==> src/rtl/dacl_pkg.sv <==
package dacl_pkg;
  localparam int unsigned CHANNELS = 2;

  typedef enum logic {
    CH_A = 1'b0,
    CH_B = 1'b1
  } chan_e;

  // True when the select line addresses channel index idx
  function automatic logic chan_hit(input logic sel, input logic idx);
    return sel == idx;
  endfunction

  // An accepted write: strobe rising while chip-select is active (low)
  function automatic logic write_ok(input logic strobe_rise, input logic cs_level_n);
    return strobe_rise && !cs_level_n;
  endfunction

  // Next converter register value for one channel
  function automatic logic [7:0] dac_next(input logic load_all, input logic load_one,
                                          input logic [7:0] in_nxt, input logic [7:0] din,
                                          input logic [7:0] cur);
    if (load_all)      return in_nxt;
    else if (load_one) return din;
    else               return cur;
  endfunction
endpackage

==> src/rtl/dacl_sync.sv <==
module dacl_sync #(
  parameter int unsigned WIDTH  = 1,
  parameter int unsigned STAGES = 2,
  parameter logic [WIDTH-1:0] RST_VAL = '0
) (
  input  logic             clk,
  input  logic             rst_n,
  input  logic [WIDTH-1:0] din,
  output logic [WIDTH-1:0] dout
);
  logic [WIDTH-1:0] chain [STAGES];

  always_ff @(posedge clk or negedge rst_n) begin
    if (!rst_n) begin
      for (int i = 0; i < int'(STAGES); i++) chain[i] <= RST_VAL;
    end else begin
      chain[0] <= din;
      for (int i = 1; i < int'(STAGES); i++) chain[i] <= chain[i-1];
    end
  end

  assign dout = chain[STAGES-1];
endmodule

==> src/rtl/dacl_edge.sv <==
module dacl_edge #(
  parameter logic RST_VAL = 1'b1
) (
  input  logic clk,
  input  logic rst_n,
  input  logic sig,
  output logic rise,
  output logic fall
);
  logic prev_q;

  always_ff @(posedge clk or negedge rst_n) begin
    if (!rst_n) prev_q <= RST_VAL;
    else        prev_q <= sig;
  end

  assign rise = sig && !prev_q;
  assign fall = !sig && prev_q;
endmodule

==> src/rtl/dacl_chan.sv <==
module dacl_chan #(
  parameter int unsigned DW = 8
) (
  input  logic          clk,
  input  logic          rst_n,
  input  logic          load_in,
  input  logic          load_one,
  input  logic          load_all,
  input  logic          transparent,
  input  logic [DW-1:0] din,
  output logic [DW-1:0] in_q,
  output logic [DW-1:0] code
);
  import dacl_pkg::*;

  logic [DW-1:0] in_nxt;
  logic [DW-1:0] dac_q;
  logic [DW-1:0] dac_d;

  assign in_nxt = load_in ? din : in_q;

  always_comb begin
    if (load_all)      dac_d = in_nxt;
    else if (load_one) dac_d = din;
    else               dac_d = dac_q;
  end

  always_ff @(posedge clk or negedge rst_n) begin
    if (!rst_n) begin
      in_q  <= '0;
      dac_q <= '0;
    end else begin
      in_q  <= in_nxt;
      dac_q <= dac_d;
    end
  end

  // Until the first write, the converter register passes the input register through
  assign code = transparent ? in_q : dac_q;
endmodule

==> src/rtl/dac_pair_loader.sv <==
module dac_pair_loader #(
  parameter int unsigned DW          = 8,
  parameter int unsigned SYNC_STAGES = 2
) (
  input  logic          clk,
  input  logic          rst_n,
  input  logic          cs_n,
  input  logic          wr_n,
  input  logic          sel_b,
  input  logic [DW-1:0] data,
  input  logic          ld_n,
  input  logic          pd_n,
  output logic [DW-1:0] code_a,
  output logic [DW-1:0] code_b,
  output logic          pd_flag
);
  import dacl_pkg::*;

  localparam int unsigned SW = DW + 5;
  localparam logic [SW-1:0] SYNC_RST = {5'b11110, {DW{1'b0}}};

  logic [SW-1:0] raw_v, sync_v;
  logic          pd_s, ld_s, cs_s, wr_s, sel_s;
  logic [DW-1:0] data_s;

  assign raw_v = {pd_n, ld_n, cs_n, wr_n, sel_b, data};

  dacl_sync #(.WIDTH(SW), .STAGES(SYNC_STAGES), .RST_VAL(SYNC_RST)) u_sync (
    .clk(clk), .rst_n(rst_n), .din(raw_v), .dout(sync_v)
  );

  assign {pd_s, ld_s, cs_s, wr_s, sel_s, data_s} = sync_v;

  // Named internal events
  logic wr_rise, wr_fall_unused, ld_rise_unused, ld_fall, wr_evt;

  dacl_edge #(.RST_VAL(1'b1)) u_wr_edge (
    .clk(clk), .rst_n(rst_n), .sig(wr_s), .rise(wr_rise), .fall(wr_fall_unused)
  );
  dacl_edge #(.RST_VAL(1'b1)) u_ld_edge (
    .clk(clk), .rst_n(rst_n), .sig(ld_s), .rise(ld_rise_unused), .fall(ld_fall)
  );

  assign wr_evt = write_ok(wr_rise, cs_s);

  // Transparent condition from reset until the first accepted write
  logic fresh_q;
  always_ff @(posedge clk or negedge rst_n) begin
    if (!rst_n)      fresh_q <= 1'b1;
    else if (wr_evt) fresh_q <= 1'b0;
  end

  logic [DW-1:0] in_arr   [CHANNELS];
  logic [DW-1:0] code_arr [CHANNELS];

  for (genvar c = 0; c < int'(CHANNELS); c++) begin : g_chan
    logic hit;
    assign hit = chan_hit(sel_s, 1'(c));
    dacl_chan #(.DW(DW)) u_chan (
      .clk(clk), .rst_n(rst_n),
      .load_in(wr_evt && hit),
      .load_one(wr_evt && hit && !ld_s),
      .load_all(ld_fall),
      .transparent(fresh_q),
      .din(data_s),
      .in_q(in_arr[c]),
      .code(code_arr[c])
    );
  end

  assign code_a  = code_arr[CH_A];
  assign code_b  = code_arr[CH_B];
  assign pd_flag = !pd_s;
endmodule

==> config.mk <==
export PLATFORM = sky130hd
export DESIGN_NAME = dac_pair_loader
export DESIGN_NICKNAME = d
export VERILOG_FILES = /design/src/rtl/dacl_pkg.sv /design/src/rtl/dacl_sync.sv /design/src/rtl/dacl_edge.sv /design/src/rtl/dacl_chan.sv /design/src/rtl/dac_pair_loader.sv
export SDC_FILE = /design/constraint.sdc
export NUM_CORES = 1
export LEC_CHECK = 0
export BUFFER_PORTS_ARGS = -buffer_cell sky130_fd_sc_hd__buf_2
export CAP_MARGIN = 15
export CORE_UTILIZATION = 45
export CTS_CLUSTER_SIZE = 10
export DETAILED_ROUTE_END_ITERATION = 12
export PLACE_DENSITY = 0.73
export SLEW_MARGIN = 15
export SYNTH_ARGS = -nofsm -noshare
export SYNTH_HDL_FRONTEND = slang
export SYNTH_SLANG_ARGS = --single-unit
==> constraint.sdc <==
create_clock -name clk -period 1.52 [get_ports clk]
set_clock_uncertainty 0.05 [all_clocks]
set_input_delay 0.152 -clock clk [delete_from_list [all_inputs] [get_ports clk]]
set_output_delay 0.152 -clock clk [all_outputs]
set_load 0.01 [all_outputs]
* Word-level counts from Yosys, hierarchy flattened *
Index checks and enable logic that the tools add are counted.

operators by class
  muxes and demuxes = 8
  bitwise logic cells = 1
  reductions and logical operators = 13

operators by type and width
  operator             count
  $mux W8              8
  $logic_and A1 B1 Y1  7
  $logic_not A1 Y1     4
  $reduce_bool A2 Y1   2
  $not A1 Y1           1

storage, ports and cells
  register bits after elaboration = 61
  input bits = 15
  output and inout port bits = 17
  logic and storage cells = 31

* Depth between registers and ports, before layout *
  depth in word-level cells = 7
  gate-level depth with buffers = 5
  mapped depth without buffers = 3

* Cells and area by module *
From an unflattened synthesis, not the netlist that was laid out.

second synthesis, totals
  cells, all modules = 163
  area, all modules = 2653.8 um^2

modules (own cells, without submodules)
  module           times used  cells an instance  area each (um^2)  seq. area each (um^2)
  dacl_chan        2           55                 873.3             400.4
  dacl_sync        1           39                 758.2             660.6
  dacl_edge        2           3                  41.3              26.3
  dac_pair_loader  1           8                  66.3              26.3

* Worst setup path before layout *
Ideal clock, no wire load.

  kind = register to register
  from = register u_sync.chain (netlist bit u_sync.dout[9])
  to = register g_chan[0].u_chan.dac_q[3]
  library setup time = 0.127 ns
  arrival time = 1.487 ns
  required time = 1.343 ns
  slack = -0.144 ns
  cell stages (with the launch flop) = 6
  buffers on the path = 2
  clock period less this slack = 1.664 ns
  cell sequence = dfstp_2 > or4b_1 > buf_2 > buf_6 > a32oi_1 > nand3_1

on the way
  cells in the longest elaborated chain, start to end = 5
  elaborated cells on any way between the ends = 7
  classes of those cells = 2 x mux; 5 x reduce/logical

RTL lines
  item                                            line                                          source
  start: declaration                              dacl_sync.sv:11                               logic [WIDTH-1:0] chain [STAGES];
  $logic_and A1 B1 Y1 (*)                         dacl_edge.sv:17                               assign rise = sig && !prev_q;
  $logic_and A1 B1 Y1 (*)                         dacl_pkg.sv:16                                return strobe_rise && !cs_level_n;
  $logic_and A1 B1 Y1 (*)                         dac_pair_loader.sv:61, dac_pair_loader.sv:62
  $mux W8 or $logic_and A1 B1 Y1 (tied branches)  dacl_chan.sv:20, dac_pair_loader.sv:62
  $mux W8 or $reduce_bool A2 Y1 (tied branches)   n/a
  end signal: assignment                          dacl_chan.sv:31                               dac_q <= '0;
  end signal: assignment                          dacl_chan.sv:34                               dac_q <= dac_d;
  end: declaration                                dacl_chan.sv:17                               logic [DW-1:0] dac_q;

Every way passes the cells marked *; elsewhere a longest branch is shown, timed or not.
A chain may end at the register's enable or synchronous reset.

* Worst setup path in the final report *
  from = register fresh_q
  to = output port code_a[1]

on the way
  cells in the longest elaborated chain, start to end = 1

RTL lines
  item                      line                   source
  start: declaration        dac_pair_loader.sv:47  logic fresh_q;
  start signal: assignment  dac_pair_loader.sv:49  if (!rst_n) fresh_q <= 1'b1;
  start signal: assignment  dac_pair_loader.sv:50  else if (wr_evt) fresh_q <= 1'b0;
  $mux W8                   dacl_chan.sv:39        assign code = transparent ? in_q : dac_q;
  end: declaration          dac_pair_loader.sv:13  output logic [DW-1:0] code_a,

No other way between the ends.

==> impl_summary.md <==
Final layout
In the final design database the tool counted 298 nets. The repair_antennas step left the layout with diodes totalling 0. Cells with a size suffix above 1 make up 36.5% of the layout. The area added between synthesis and finish is 38.3%. The number of filler instances in the final layout is 404.

Yosys
Yosys printed 0 warnings. The number of enable-type register cells in the synthesized netlist is 0. The share of flip-flops with an asynchronous set or reset is 100%. The synthesized netlist devotes 0% of its cell area to XOR and XNOR gates.

The synthesized netlist net count is 236. After synthesis, the netlist uses 17 different library cells. The most used flip-flop cell after synthesis is dfrtp_1. Yosys attributes the largest share of cell area to dfrtp_1 (50%), dfstp_2 (12%), nand2_1 (9.6%). Synthesis handed over a netlist of 221 instances. Summing the areas of all and, or, nand and nor instances in the mapped netlist gives 21.8% of the synthesized area. The top cell type's share of synthesized area is 50.3%. Of all cell types, the one taking the most synthesized area is dfrtp_1.

The synthesized cell area is 2490 um2. The multiplexer area fraction after synthesis is 7.24%. The share of the Yosys chip area taken by registers is 61.9%.

Dividing the synthesized area by the synthesized cell count gives 11.3 um2. The commonest cells after synthesis are nand2_1 (64), dfrtp_1 (50). The compound-gate portion of the synthesized area is 5.98%. By area, the combinational part of the netlist is dominated by simple AND/OR/NAND/NOR gates. Counting flops and latches in the post-synthesis netlist gives 61. The cell with the most instances after synthesis is nand2_1.

The post-synthesis share of cell area spent on full adders, half adders and majority gates is 0%.

CTS
The clock reaches the later pin of the worst-skew pair after 330 ps. The number of clock sinks is 61. The cell sitting at the root of the clock tree is a clkbuf_8.

The CTS tree is yes. After clock tree synthesis, the clock-pin slew on the worst setup and hold paths is 70 ps. The number of H-tree levels is 3.

TritonCTS created 9 clock buffers. Counting along the longest clock path gives a buffer depth of 2.

Floorplanning
The die covers 5830 um2. Measured along the y axis, the die boundary spans 76.4 um. The floorplan step defined a core boundary enclosing 5200 um2. Row generation in the floorplan step produced 26 rows. From left edge to right edge, the die measures 76.4 um. For this configuration, the core starts out at a cell density of 47.8%. In this run the count of I/O pins placed on the die edge is 32.

Power
The leakage power is 1.57 nW. The peak ir drop on the vdd network is 1090 uV. The power density normalized to cell area is 1220 nW/um2.

STA
The sum of negative setup slack is -3220 ps. After layout, the minimum clock period comes to 1710 ps. The number of pins with negative max-slew slack in the final report was 0. Based on the critical path, the design can be clocked at up to 0.586 GHz.

The worst-margin pin slew is 396 ps. In this run the tightest slew margin relative to its limit is 73.6%. The number of failing setup endpoints in the final timing report is 24. The number of hold violations in the final report came to 0.

Setup slack on the critical path of the routed design comes to -188 ps. The worst path uses 112% of the clock period. Hold is met by 229 ps.

Setup repair after global routing could not meet its margin everywhere.

Global routing
For this run, the total global-route usage over all layers was measured as 19.7%. The first global-routing pass estimated 8770 um of wire. The pin count of the biggest net entering global routing is 26. The number of antenna violations at the first check in global routing was 0.

Global routing finished with a remaining overflow of 0. The via count of the first global-routing pass is 1826.

Drt
After the first detailed-routing iteration, the DRC count stood at 160. After detailed routing, the number of remaining DRC violations is 0. Summed over all layers, the routed wires come to 5750 um. The final route contains 1914 vias. The detail route stage leaves a number of antenna-violating nets equal to 0. After detailed routing, the number of vias per cell comes to 5.35.

The count of TritonRoute iterations in the first routing pass is 4. After detailed routing, the average wire length per cell comes to 16.1 um.

Outcome
The flow ran to the end, but the final reports show violations. The checks that failed: setup timing.

Worst hold path
The path class of the tightest hold or removal check is input pin to asynchronous set/reset pin.

Critical path
The data arrival at the endpoint of the critical path is 1510 ps. The cell type group with the largest total delay on the critical path is flip-flops. The end of the worst register-to-register path is g_chan[0].u_chan.dac_q[4]$_DFFE_PN0P_. The capturing element type of the critical path is an output pin. The setup check on the worst reg-to-reg path leaves a slack of -90 ps. The required time at the endpoint of the critical path is 1320 ps. The sum of buffers and inverters on the critical path is 2. STA classifies the critical path startpoint as a flop. The critical path goes through buf_8, mux2_2, buf_6. The cell type of the slowest stage on the worst timing path is dfstp_2.

The count of cells along the worst register-to-register path is 4. In this run the critical register-to-register path is launched from u_sync.dout[9]$_DFF_PN1_. The critical setup path kind is flop to output pin. Of all nets on the critical path, the largest fanout is 8. In this design, the stage delay of the slowest critical-path cell is 570 ps.

Job
Across the run, the number of max-cap violations was 0.

Placement
Detailed placement finished with a half-perimeter wire length of 3050 um. The congestion estimate from routability-driven global placement came to 0.780. In this run the tool buffered the top-level ports with 31 buffer cells.
==> kinds of logic after synthesis <==
group / after synthesis
muxes: 16
AOI/OAI and AO/OA: 17
buffers and inverters: 18
and+or+nand+nor: 109
DFF: 61
==> through the flow <==
step | setup slack (ps) | total power [mW] | cell area [um2] | util (%) | instances
2_1_floorplan | -131 | 2.43 | 2500 | - | 221
3_3_place_gp | -60.9 | 2.67 | 2800 | 53.8 | 320
3_5_place_dp | -89.9 | 2.70 | 2800 | 53.8 | 320
4_1_cts | -204 | 4.09 | 3240 | 62.2 | 352
5_1_grt | -238 | 4.41 | 3440 | 66.2 | 358
6_report | -188 | 4.20 | 3440 | 66.2 | 358
==> registers in the layout, indices dropped and copies added (netlist names) <==
| signal | count |
|---|---|
| g_chan.u_chan.in_q | 16 |
| u_ld_edge.prev_q | 1 |
| u_wr_edge.prev_q | 1 |
| u_sync.dout | 13 |
| fresh_q | 1 |
| u_sync.chain | 13 |
| g_chan.u_chan.dac_q | 16 |
==> metal layers <==
layer	track usage [%]	vias to the layer above	wire length, um
met3	5.87	8	297
li1	-	898	-
met2	29.4	66	2830
met5	0	-	0
met4	8.65	0	89
met1	26.8	942	2530
==> worst max path at each step <==
stage,from,endpoint,slack [ps],cells after the start
2_1_floorplan,u_sync.dout[9]$_DFF_PN1_,g_chan[0].u_chan.dac_q[3]$_DFFE_PN0P_,-130,5
3_3_place_gp,u_sync.dout[9]$_DFF_PN1_,g_chan[0].u_chan.dac_q[0]$_DFFE_PN0P_,-60,3
3_5_place_dp,u_sync.dout[9]$_DFF_PN1_,g_chan[0].u_chan.dac_q[2]$_DFFE_PN0P_,-90,3
4_1_cts,fresh_q$_DFFE_PN1N_,code_a[0],-200,3
5_1_grt,fresh_q$_DFFE_PN1N_,code_a[6],-240,3
6_report,fresh_q$_DFFE_PN1N_,code_a[1],-190,3
==> timing repair <==
action | in CTS | in global routing
cloned | 2 | 4
setup endpoints to repair | 24 | 40
endpoints found under the hold margin | 25 | 0
buffers inserted | 0 | 2
hold buffers | 14 | 0
pin swaps | 0 | 10
gates resized for setup | 20 | 35
==> cells in the final DEF, fill, tap and decap left out <==
cell type / n
a32oi_2: 5
dlygate4sd3_1: 14
or4b_4: 4
dfrtp_1: 49
inv_1: 2
nand3b_1: 16
buf_2: 15
buf_4: 10
nor4bb_4: 1
mux2_2: 5
buf_12: 2
dfstp_2: 11
a32oi_1: 11
nand2_2: 3
o31a_1: 1
buf_8: 2
nand2_1: 61
clkbuf_8: 10
clkbuf_16: 1
dfrtp_2: 1
buf_6: 20
nor2b_1: 9
clkinv_2: 2
nor4b_2: 1
nand3_1: 16
clkbuf_1: 4
nand4bb_4: 1
mux2_4: 11
==> final cells by class <==
| type | instances | area [um2] | share of cell area (%) |
|---|---|---|---|
| tap | 70 | 87.6 | 2.54 |
| multi-input combinational | 145 | 1030 | 30.0 |
| inverter | 2 | 7.51 | 0.218 |
| sequential | 61 | 1540 | 44.8 |
| clock inverter | 2 | 10.0 | 0.291 |
| clock buffer | 14 | 153 | 4.43 |
| timing repair buffer | 64 | 611 | 17.7 |
==> worst register-to-register path, stage by stage (launching register included) <==
cell     delay (ps)
dfstp_2         550
buf_6           100
or4b_4          500
a32oi_1         210
nand3_1          80
==> report_power, final <==
part           internal [mW]  total [mW]  switching, mW
sequential              1.87        2.06          0.198
clock                  0.633        1.22          0.583
combinational          0.546       0.919          0.373
total                   3.05        4.20           1.15
Note: power is estimated with default switching activity, not from simulation.
